==> config.mk <==
export PLATFORM = sky130hd
export DESIGN_NAME = uart_mute_filter
export DESIGN_NICKNAME = d
export VERILOG_FILES = /design/src/rtl/uart_mute_pkg.sv /design/src/rtl/umf_classify.sv /design/src/rtl/umf_idle_track.sv /design/src/rtl/umf_mute_ctrl.sv /design/src/rtl/uart_mute_filter.sv
export SDC_FILE = /design/constraint.sdc
export NUM_CORES = 1
export LEC_CHECK = 0
export ABC_AREA = 1
export BUFFER_PORTS_ARGS = -buffer_cell sky130_fd_sc_hd__buf_2
export CAP_MARGIN = 40
export CELL_PAD_IN_SITES_DETAIL_PLACEMENT = 0
export CELL_PAD_IN_SITES_GLOBAL_PLACEMENT = 2
export CORE_ASPECT_RATIO = 1.5
export CORE_MARGIN = 5
export CORE_UTILIZATION = 21
export CTS_BUF_LIST = sky130_fd_sc_hd__clkbuf_2
export DETAILED_ROUTE_END_ITERATION = 8
export PLACE_DENSITY_LB_ADDON = 0.1
export SYNTH_ARGS = -nofsm -noshare
export SYNTH_HDL_FRONTEND = slang
export SYNTH_SLANG_ARGS = --single-unit
export TNS_END_PERCENT = 30
==> constraint.sdc <==
create_clock -name clk -period 1 [get_ports clk]
set_input_delay 0 -clock clk [delete_from_list [all_inputs] [get_ports clk]]
set_output_delay 0 -clock clk [all_outputs]
set_load 0.1 [all_outputs]
==> src/rtl/uart_mute_pkg.sv <==
package uart_mute_pkg;

   typedef enum logic {
      WAKE_IDLE = 1'b0,
      WAKE_ADDR = 1'b1
   } wake_e;

   typedef enum logic [1:0] {
      LEN_7   = 2'd0,
      LEN_8   = 2'd1,
      LEN_9   = 2'd2,
      LEN_RSV = 2'd3
   } dlen_e;

   // number of address bits taken for a full-width compare
   function automatic int unsigned full_cmp_width(dlen_e len, int unsigned node_w);
      case (len)
         LEN_7:   return node_w - 2;
         LEN_9:   return node_w;
         default: return node_w - 1;
      endcase
   endfunction

endpackage

==> src/rtl/umf_classify.sv <==
module umf_classify
   import uart_mute_pkg::*;
#(
   parameter int CHAR_W  = 9,
   parameter int NODE_W  = 8,
   parameter int SHORT_W = 4
) (
   input  logic [CHAR_W-1:0] char_data,
   input  logic [1:0]        data_len,
   input  logic              addr7_sel,
   input  logic [NODE_W-1:0] node_addr,
   output logic              is_addr_mark,
   output logic              addr_hit
);

   localparam int CW_BITS = $clog2(NODE_W + 1);

   dlen_e              len;
   logic [CW_BITS-1:0] cmp_w;
   logic [NODE_W-1:0]  cmp_mask;
   logic [NODE_W-1:0]  bit_eq;

   assign len = dlen_e'(data_len);

   // mark bit sits at the top of the configured character length
   always_comb begin
      case (len)
         LEN_7:   is_addr_mark = char_data[CHAR_W-3];
         LEN_9:   is_addr_mark = char_data[CHAR_W-1];
         default: is_addr_mark = char_data[CHAR_W-2];
      endcase
   end

   always_comb begin
      if (addr7_sel) cmp_w = CW_BITS'(full_cmp_width(len, NODE_W));
      else           cmp_w = CW_BITS'(SHORT_W);
   end

   for (genvar i = 0; i < NODE_W; i++) begin : g_bit
      assign cmp_mask[i] = (CW_BITS'(i) < cmp_w);
      assign bit_eq[i]   = ~(char_data[i] ^ node_addr[i]);
   end

   assign addr_hit = &(bit_eq | ~cmp_mask);

endmodule

==> src/rtl/umf_idle_track.sv <==
module umf_idle_track (
   input  logic clk,
   input  logic rst_n,
   input  logic char_vld,
   input  logic idle_pulse,
   output logic idle_seen
);

   // remembers that an idle frame went by with no character since
   always_ff @(posedge clk) begin
      if (!rst_n)          idle_seen <= 1'b0;
      else if (idle_pulse) idle_seen <= 1'b1;
      else if (char_vld)   idle_seen <= 1'b0;
   end

   a_r8_seen_after_idle: assert property (@(posedge clk) disable iff (!rst_n)
      idle_pulse |=> idle_seen);

   a_r8_cleared_by_char: assert property (@(posedge clk) disable iff (!rst_n)
      (char_vld && !idle_pulse) |=> !idle_seen);

endmodule

==> src/rtl/umf_mute_ctrl.sv <==
module umf_mute_ctrl
   import uart_mute_pkg::*;
(
   input  logic clk,
   input  logic rst_n,
   input  logic char_vld,
   input  logic wake_sel,
   input  logic is_addr_mark,
   input  logic addr_hit,
   input  logic idle_pulse,
   input  logic idle_seen,
   input  logic mute_req,
   output logic muted,
   output logic deliver
);

   wake_e wake;
   logic  addr_char;
   logic  req_block;
   logic  mute_nx;

   assign wake      = wake_e'(wake_sel);
   assign addr_char = (wake == WAKE_ADDR) && is_addr_mark;
   assign req_block = (wake == WAKE_IDLE) && (idle_seen || idle_pulse);

   // character judged first, then idle wake, then the software request
   always_comb begin
      deliver = 1'b0;
      mute_nx = muted;
      if (char_vld) begin
         if (addr_char) begin
            deliver = addr_hit;
            mute_nx = !addr_hit;
         end else begin
            deliver = !muted;
         end
      end
      if ((wake == WAKE_IDLE) && idle_pulse) mute_nx = 1'b0;
      if (mute_req && !req_block)            mute_nx = 1'b1;
   end

   always_ff @(posedge clk) begin
      if (!rst_n) muted <= 1'b0;
      else        muted <= mute_nx;
   end

   a_r5_miss_mutes: assert property (@(posedge clk) disable iff (!rst_n)
      (char_vld && addr_char && !addr_hit) |=> muted);

   a_r6_hit_wakes: assert property (@(posedge clk) disable iff (!rst_n)
      (char_vld && addr_char && addr_hit && !mute_req) |=> !muted);

   a_r7_req_mutes: assert property (@(posedge clk) disable iff (!rst_n)
      (mute_req && wake == WAKE_ADDR) |=> muted);

   a_r8_req_ignored: assert property (@(posedge clk) disable iff (!rst_n)
      (mute_req && wake == WAKE_IDLE && idle_seen && !muted) |=> !muted);

   a_r9_idle_wakes: assert property (@(posedge clk) disable iff (!rst_n)
      (wake == WAKE_IDLE && idle_pulse && !mute_req) |=> !muted);

   a_r10_data_keeps: assert property (@(posedge clk) disable iff (!rst_n)
      (char_vld && !addr_char && !mute_req && !idle_pulse) |=> $stable(muted));

endmodule

==> src/rtl/uart_mute_filter.sv <==
module uart_mute_filter
   import uart_mute_pkg::*;
#(
   parameter int CHAR_W  = 9,
   parameter int NODE_W  = 8,
   parameter int SHORT_W = 4,
   parameter bit OUT_REG = 1'b1
) (
   input  logic              clk,
   input  logic              rst_n,
   input  logic              char_vld,
   input  logic [CHAR_W-1:0] char_data,
   input  logic [1:0]        data_len,
   input  logic              idle_pulse,
   input  logic              wake_sel,
   input  logic              addr7_sel,
   input  logic [NODE_W-1:0] node_addr,
   input  logic              mute_req,
   output logic              rx_vld,
   output logic [CHAR_W-1:0] rx_data,
   output logic              muted
);

   if (CHAR_W != 9)            $error("CHAR_W must be 9 for 7/8/9-bit characters");
   if (NODE_W != CHAR_W - 1)   $error("NODE_W must be CHAR_W-1");
   if (SHORT_W < 1 || SHORT_W > NODE_W - 2) $error("SHORT_W out of range");

   logic is_addr_mark;
   logic addr_hit;
   logic idle_seen;
   logic deliver;

   umf_classify #(
      .CHAR_W (CHAR_W),
      .NODE_W (NODE_W),
      .SHORT_W(SHORT_W)
   ) u_classify (
      .char_data   (char_data),
      .data_len    (data_len),
      .addr7_sel   (addr7_sel),
      .node_addr   (node_addr),
      .is_addr_mark(is_addr_mark),
      .addr_hit    (addr_hit)
   );

   umf_idle_track u_idle (
      .clk       (clk),
      .rst_n     (rst_n),
      .char_vld  (char_vld),
      .idle_pulse(idle_pulse),
      .idle_seen (idle_seen)
   );

   umf_mute_ctrl u_ctrl (
      .clk         (clk),
      .rst_n       (rst_n),
      .char_vld    (char_vld),
      .wake_sel    (wake_sel),
      .is_addr_mark(is_addr_mark),
      .addr_hit    (addr_hit),
      .idle_pulse  (idle_pulse),
      .idle_seen   (idle_seen),
      .mute_req    (mute_req),
      .muted       (muted),
      .deliver     (deliver)
   );

   if (OUT_REG) begin : g_out_reg
      always_ff @(posedge clk) begin
         if (!rst_n) begin
            rx_vld  <= 1'b0;
            rx_data <= '0;
         end else begin
            rx_vld  <= char_vld && deliver;
            if (char_vld && deliver) rx_data <= char_data;
         end
      end

      a_r2_passes_char: assert property (@(posedge clk) disable iff (!rst_n)
         (char_vld && deliver) |=> (rx_vld && rx_data == $past(char_data)));

      a_r10_drops_char: assert property (@(posedge clk) disable iff (!rst_n)
         (char_vld && !deliver) |=> !rx_vld);
   end else begin : g_out_comb
      assign rx_vld  = char_vld && deliver;
      assign rx_data = char_data;
   end

endmodule

=== Yosys cells after proc, flatten, opt, wreduce, memory -nomap -nowiden ===
Cells that the tools add are included.

* Bits in latches: 0
* RAM bits: 0
* Logic and storage cells: 58
* Memories kept: 0
* Bits in read-only memories: 0
* Output and inout port bits: 11
* Register bits after elaboration: 12

* Bitwise gates (word level): 19
* Mux-type cells: 11
* Shift-type cells: 0
* $lt $le $gt $ge: 8
* Add/subtract/negate cells: 0
* Divide/modulo/power cells: 0
* Eq/ne operators: 1
* Multiply operators: 0
* Reduce and logical (&&, ||, !) cells: 15

{| class="wikitable"
|+ Operator list
! kind !! count
|-
| 3-bit by 4-bit less-than comparator with 1-bit output (first input constant) || 4
|-
| 1-bit NOT || 9
|-
| 1-bit by 4-bit less-than comparator with 1-bit output (first input constant) || 2
|-
| 2-bit by 4-bit less-than comparator with 1-bit output (first input constant) || 2
|-
| 1-bit 2-to-1 mux || 8
|-
| 8-bit NOT || 1
|-
| 8-bit OR || 1
|-
| 4-bit case mux with 2 select lines || 1
|-
| 8-bit AND reduction || 1
|-
| 1-bit XOR || 8
|-
| 3-bit nonzero test || 2
|-
| 1-bit logical AND || 5
|-
| 4-bit 2-to-1 mux || 1
|-
| 1-bit logical NOT || 3
|-
| 2-bit equality test (second input constant) || 1
|-
| 2-bit logical NOT || 1
|-
| 1-bit case mux with 2 select lines || 1
|-
| 2-bit AND reduction || 1
|-
| 2-bit nonzero test || 1
|-
| 1-bit logical OR || 1
|}

=== Logic depth before layout (Yosys ltp) ===
* Depth after elaboration: 12
* Gate-level depth with buffers: 12
* Gate-level depth less buffers: 11

=== By module ===
From an unflattened synthesis, not the netlist that was laid out.

* Cells, all modules: 122
* Area, all modules: 714.4 µm²

{| class="wikitable"
|+ Modules (own cells, without submodules)
! module !! area each (µm²) !! instances !! cells an instance !! sequential area each (µm²)
|-
| uart_mute_filter || 406.6 || 1 || 60 || 200.2
|-
| umf_classify || 181.4 || 1 || 41 || 0.0
|-
| umf_mute_ctrl || 82.6 || 1 || 15 || 20.0
|-
| umf_idle_track || 43.8 || 1 || 6 || 20.0
|}

=== Worst setup path before layout ===
OpenSTA, ideal clock, no wires.

* Path kind: reg2reg
* Start point: register u_ctrl.muted
* End point: register rx_data[0]
* Arrival time: 1.633 ns
* Stages on the path, launching flop included: 6
* Library setup time: 0.071 ns
* Data required time: 0.929 ns
* Setup slack: -0.704 ns
* Cell sequence: dfxtp_1 -> a21boi_4 -> nand2_4 -> buf_12 -> nand2_2 -> a21oi_2

* Longest elaborated chain between the ends: 4

{| class="wikitable"
|+ Ends and longest elaborated chain
! element !! RTL line !! source
|-
| from (decl) || umf_mute_ctrl.sv:13 || <nowiki>output logic muted,</nowiki>
|-
| from (signal assigned) || umf_mute_ctrl.sv:44 || <nowiki>else muted <= mute_nx;</nowiki>
|-
| 1-bit logical NOT || umf_mute_ctrl.sv:35 || <nowiki>deliver = !muted;</nowiki>
|-
| 1-bit 2-to-1 mux || umf_mute_ctrl.sv:31 || <nowiki>if (addr_char) begin</nowiki>
|-
| 1-bit 2-to-1 mux || umf_mute_ctrl.sv:30 || <nowiki>if (char_vld) begin</nowiki>
|-
| 1-bit logical AND || uart_mute_filter.sv:75 || <nowiki>if (char_vld && deliver) rx_data <= char_data;</nowiki>
|-
| to (signal assigned) || uart_mute_filter.sv:75 ||
|-
| to (decl) || uart_mute_filter.sv:20 || <nowiki>output logic [CHAR_W-1:0] rx_data,</nowiki>
|}

No other way between the ends.
A chain may end at the register's enable or synchronous reset.

=== Worst setup path after layout ===
* Start point: register u_ctrl.muted
* End point: register rx_data[1]

The elaborated chain is that of the path after synthesis.

==> flow_summary.yaml <==
run_status:
  status: "finished with violations"
  failed_checks: "setup timing"
synthesis:
  ys_types: 20
  synthTopCellsByArea: "dfxtp_1 33%, a21oi_2 11%, nand2_2 9.3%, nand2_1 9.2%, nand3_1 7.5%"
  ys_ff_latch: 12
  yosys.area.top_type: "dfxtp_1"
  syn-num-nets: 124
  yosysWarnings: 0
  post-synth-top-area-fraction_pct: 32.6
  syn_area_um2: 737
  synthCells: 98
  syn_avg_cell_area_um2: 7.52
  yosysSeqAreaShare_pct: 32.6
global_routing:
  grt_pass1_wl_um: 3530
  overflow: 0
  antenna_found_initial: 0
  grt_usage_pct: 9.60
  grt_max_degree: 13
  grt_pass1_vias: 843
place:
  place_area_um2: 1260
  place_inst: 192
  place.gp.congestion: 0.732
  post-dp-hpwl_um: 1830
  portBuffers: 36
timing:
  hold_viol_final: 0
  max_freq_mhz: 977
  slew_viol_final: 0
  clock_skew_ps: 16.3
  setup_viol: 7
  rsz0062_at_grt: "true"
  fin_crit_ps: 1020
  tightestPinTransition_ps: 185
  post-route-period-util_pct: 102
  fin_ws_ps: -23.6
  finalHoldWorstSlack_ps: 82.6
  max_slew_margin_pct: 87.7
clock_network:
  cts_tree: "done"
  cts_root_buf: "clkbuf_2"
  cts_buffers: 3
  insertion_delay_ps: 270
  cts.path.max_buffers: 2
  numClockSinks: 12
  clk_pin_slew_worst_paths_ps: 130
  cts.htree.levels: 1
routing:
  first_pass_iters: 2
  drc_errors: 0
  drtAntennaViolNets: 0
  viasPerCell: 4.04
  num_vias: 817
  wl_per_cell_um: 10.9
  totalWireLength_um: 2190
  drtIter0Drc: 7
die:
  die_w_um: 58.4
  start_util_pct: 21.6
  core_um2: 3420
  boundaryPins: 37
  die_area_um2: 4820
  die_y_um: 82.6
  rows: 26
layout:
  fin_area_um2: 1420
  num-nets-final: 187
  n_fill_cell: 371
  multi_input_area_um2: 483
  area.growth.synth_to_final_pct: 92.2
  register_area_um2: 255
  final_util_pct: 41.5
  antenna_cells: 0
  drive_gt1_share_pct: 65.6
  stdcell_count: 202
worst_setup_path:
  critPathLaunchType: "flop"
  end_kind: "flop"
  cp.required_ps: 1190
  critical_path_class: "flop to flop"
  critPathArrivalTime_ps: 1220
  path_max_fanout: 6
power_and_ir_drop:
  power.density_nw_per_um2: 1100
  p_int_w: 0.000942
  irDropWorstVdd_mv: 0.414
  combPwrFrac_pct: 47.5
  seq_power_share_pct: 35.4
  total_power_w: 0.00155
  p_clk_share_pct: 17.1
  netSwitchingFraction_pct: 39.3
  p_leak_nw: 0.662
  switching_power_w: 0.000610
flow_run:
  maxCapViolCount: 0
min_path:
  hp-class: "input port to flop"
logic make-up after synthesis:
family                 count (synthesis)  synth area share [%]
AND/OR/NAND/NOR                       51                  34.3
XOR/XNOR                               4                  4.75
flip-flops                            12                  32.6
AO/OA/AOI/OAI                         16                  18.5
buffers and inverters                 15                  9.85
power by group through the flow:
stage               sequential (W)  combinational, W  clock (W)
finish                    0.000550          0.000736   0.000266
global placement          0.000560          0.000669          0
global route              0.000553          0.000782   0.000303
CTS                       0.000551          0.000738   0.000283
floorplan                 0.000755          0.000194          0
detailed placement        0.000561          0.000673          0
critical path, cell delays in order (launching register included):
cell	delay, ps
dfxtp_4	370
a21boi_4	150
buf_12	150
buf_6	100
nand3_2	70
a21oi_2	110
through the flow:
step           worst slack [ps]  TNS (ps)
2_1_floorplan              -196     -1870
3_3_place_gp               -128     -1060
3_5_place_dp               -143     -1230
4_1_cts                   -49.4      -278
5_1_grt                   -72.6      -487
6_report                  -23.6      -104
Yosys cell counts:
cell type and instances:
clkbuf_1 1, nand3_1 11, dfxtp_1 12, nand2_2 11, a21oi_2 9, o21ai_0 1, nand2_1 18, a21oi_1 1
inv_1 12, o21ai_1 1, nor2_1 7, a21boi_4 1, a211oi_1 1, o22a_1 1, inv_2 1, nand2_4 2
o21a_1 1, buf_12 1, nor2_2 2, xnor2_1 4
layout by cell type, fill, tap and decap left out, types with 2 or more instances in the layout:
cell,n
dfxtp_2,9
xnor2_1,4
nand2_1,18
nand3_2,7
buf_6,3
nand3_1,3
dfxtp_1,2
buf_4,15
nor2_2,2
nor2_1,7
nand2_2,11
buf_2,25
buf_12,12
clkbuf_2,4
inv_1,12
a21oi_2,9
dlygate4sd3_1,3
nand2_4,3
final timing paths:
path	slack (ps)	to	start	cells after the start
worst max-delay path	-20	rx_data[1]$_SDFFE_PN0P_	u_ctrl.muted$_SDFFE_PN0P_	5
worst min-delay path	80	rx_data[8]$_SDFFE_PN0P_	char_data[8]	4
worst max register to register	-20	rx_data[1]$_SDFFE_PN0P_	u_ctrl.muted$_SDFFE_PN0P_	5
worst min register to register	490	rx_data[6]$_SDFFE_PN0P_	rx_data[6]$_SDFFE_PN0P_	2
sequential cells by signal, summed over array words and instances, names as in the netlist:
signal	cells
rx_data	9
rx_vld	1
u_ctrl.muted	1
u_idle.idle_seen	1
layer usage:
metal  track usage (%)  up-vias  wire (um)
met3              1.71        5        136
li1                  -      433          -
met2              18.8       23       1250
met5                 0        -          0
met1              9.06      356        756
met4              5.57        0         49
repair_timing:
item | CTS | global route
pin swaps | 19 | 2
endpoints found under the setup margin | 10 | 10
hold endpoints to repair | 2 | 0
gates resized for setup | 13 | 2
setup buffers | 2 | 0
hold buffers | 3 | 0
cloned | 1 | 0
area by class of cell:
class	instances	share of cell area, %
Clock buffer	4	1.41
Inverter	13	3.45
Multi-Input combinational cell	72	34.1
Sequential cell	12	18.0
Tap cell	42	3.71
Timing Repair Buffer	59	39.3
Note: power is estimated with default switching activity, not from simulation.
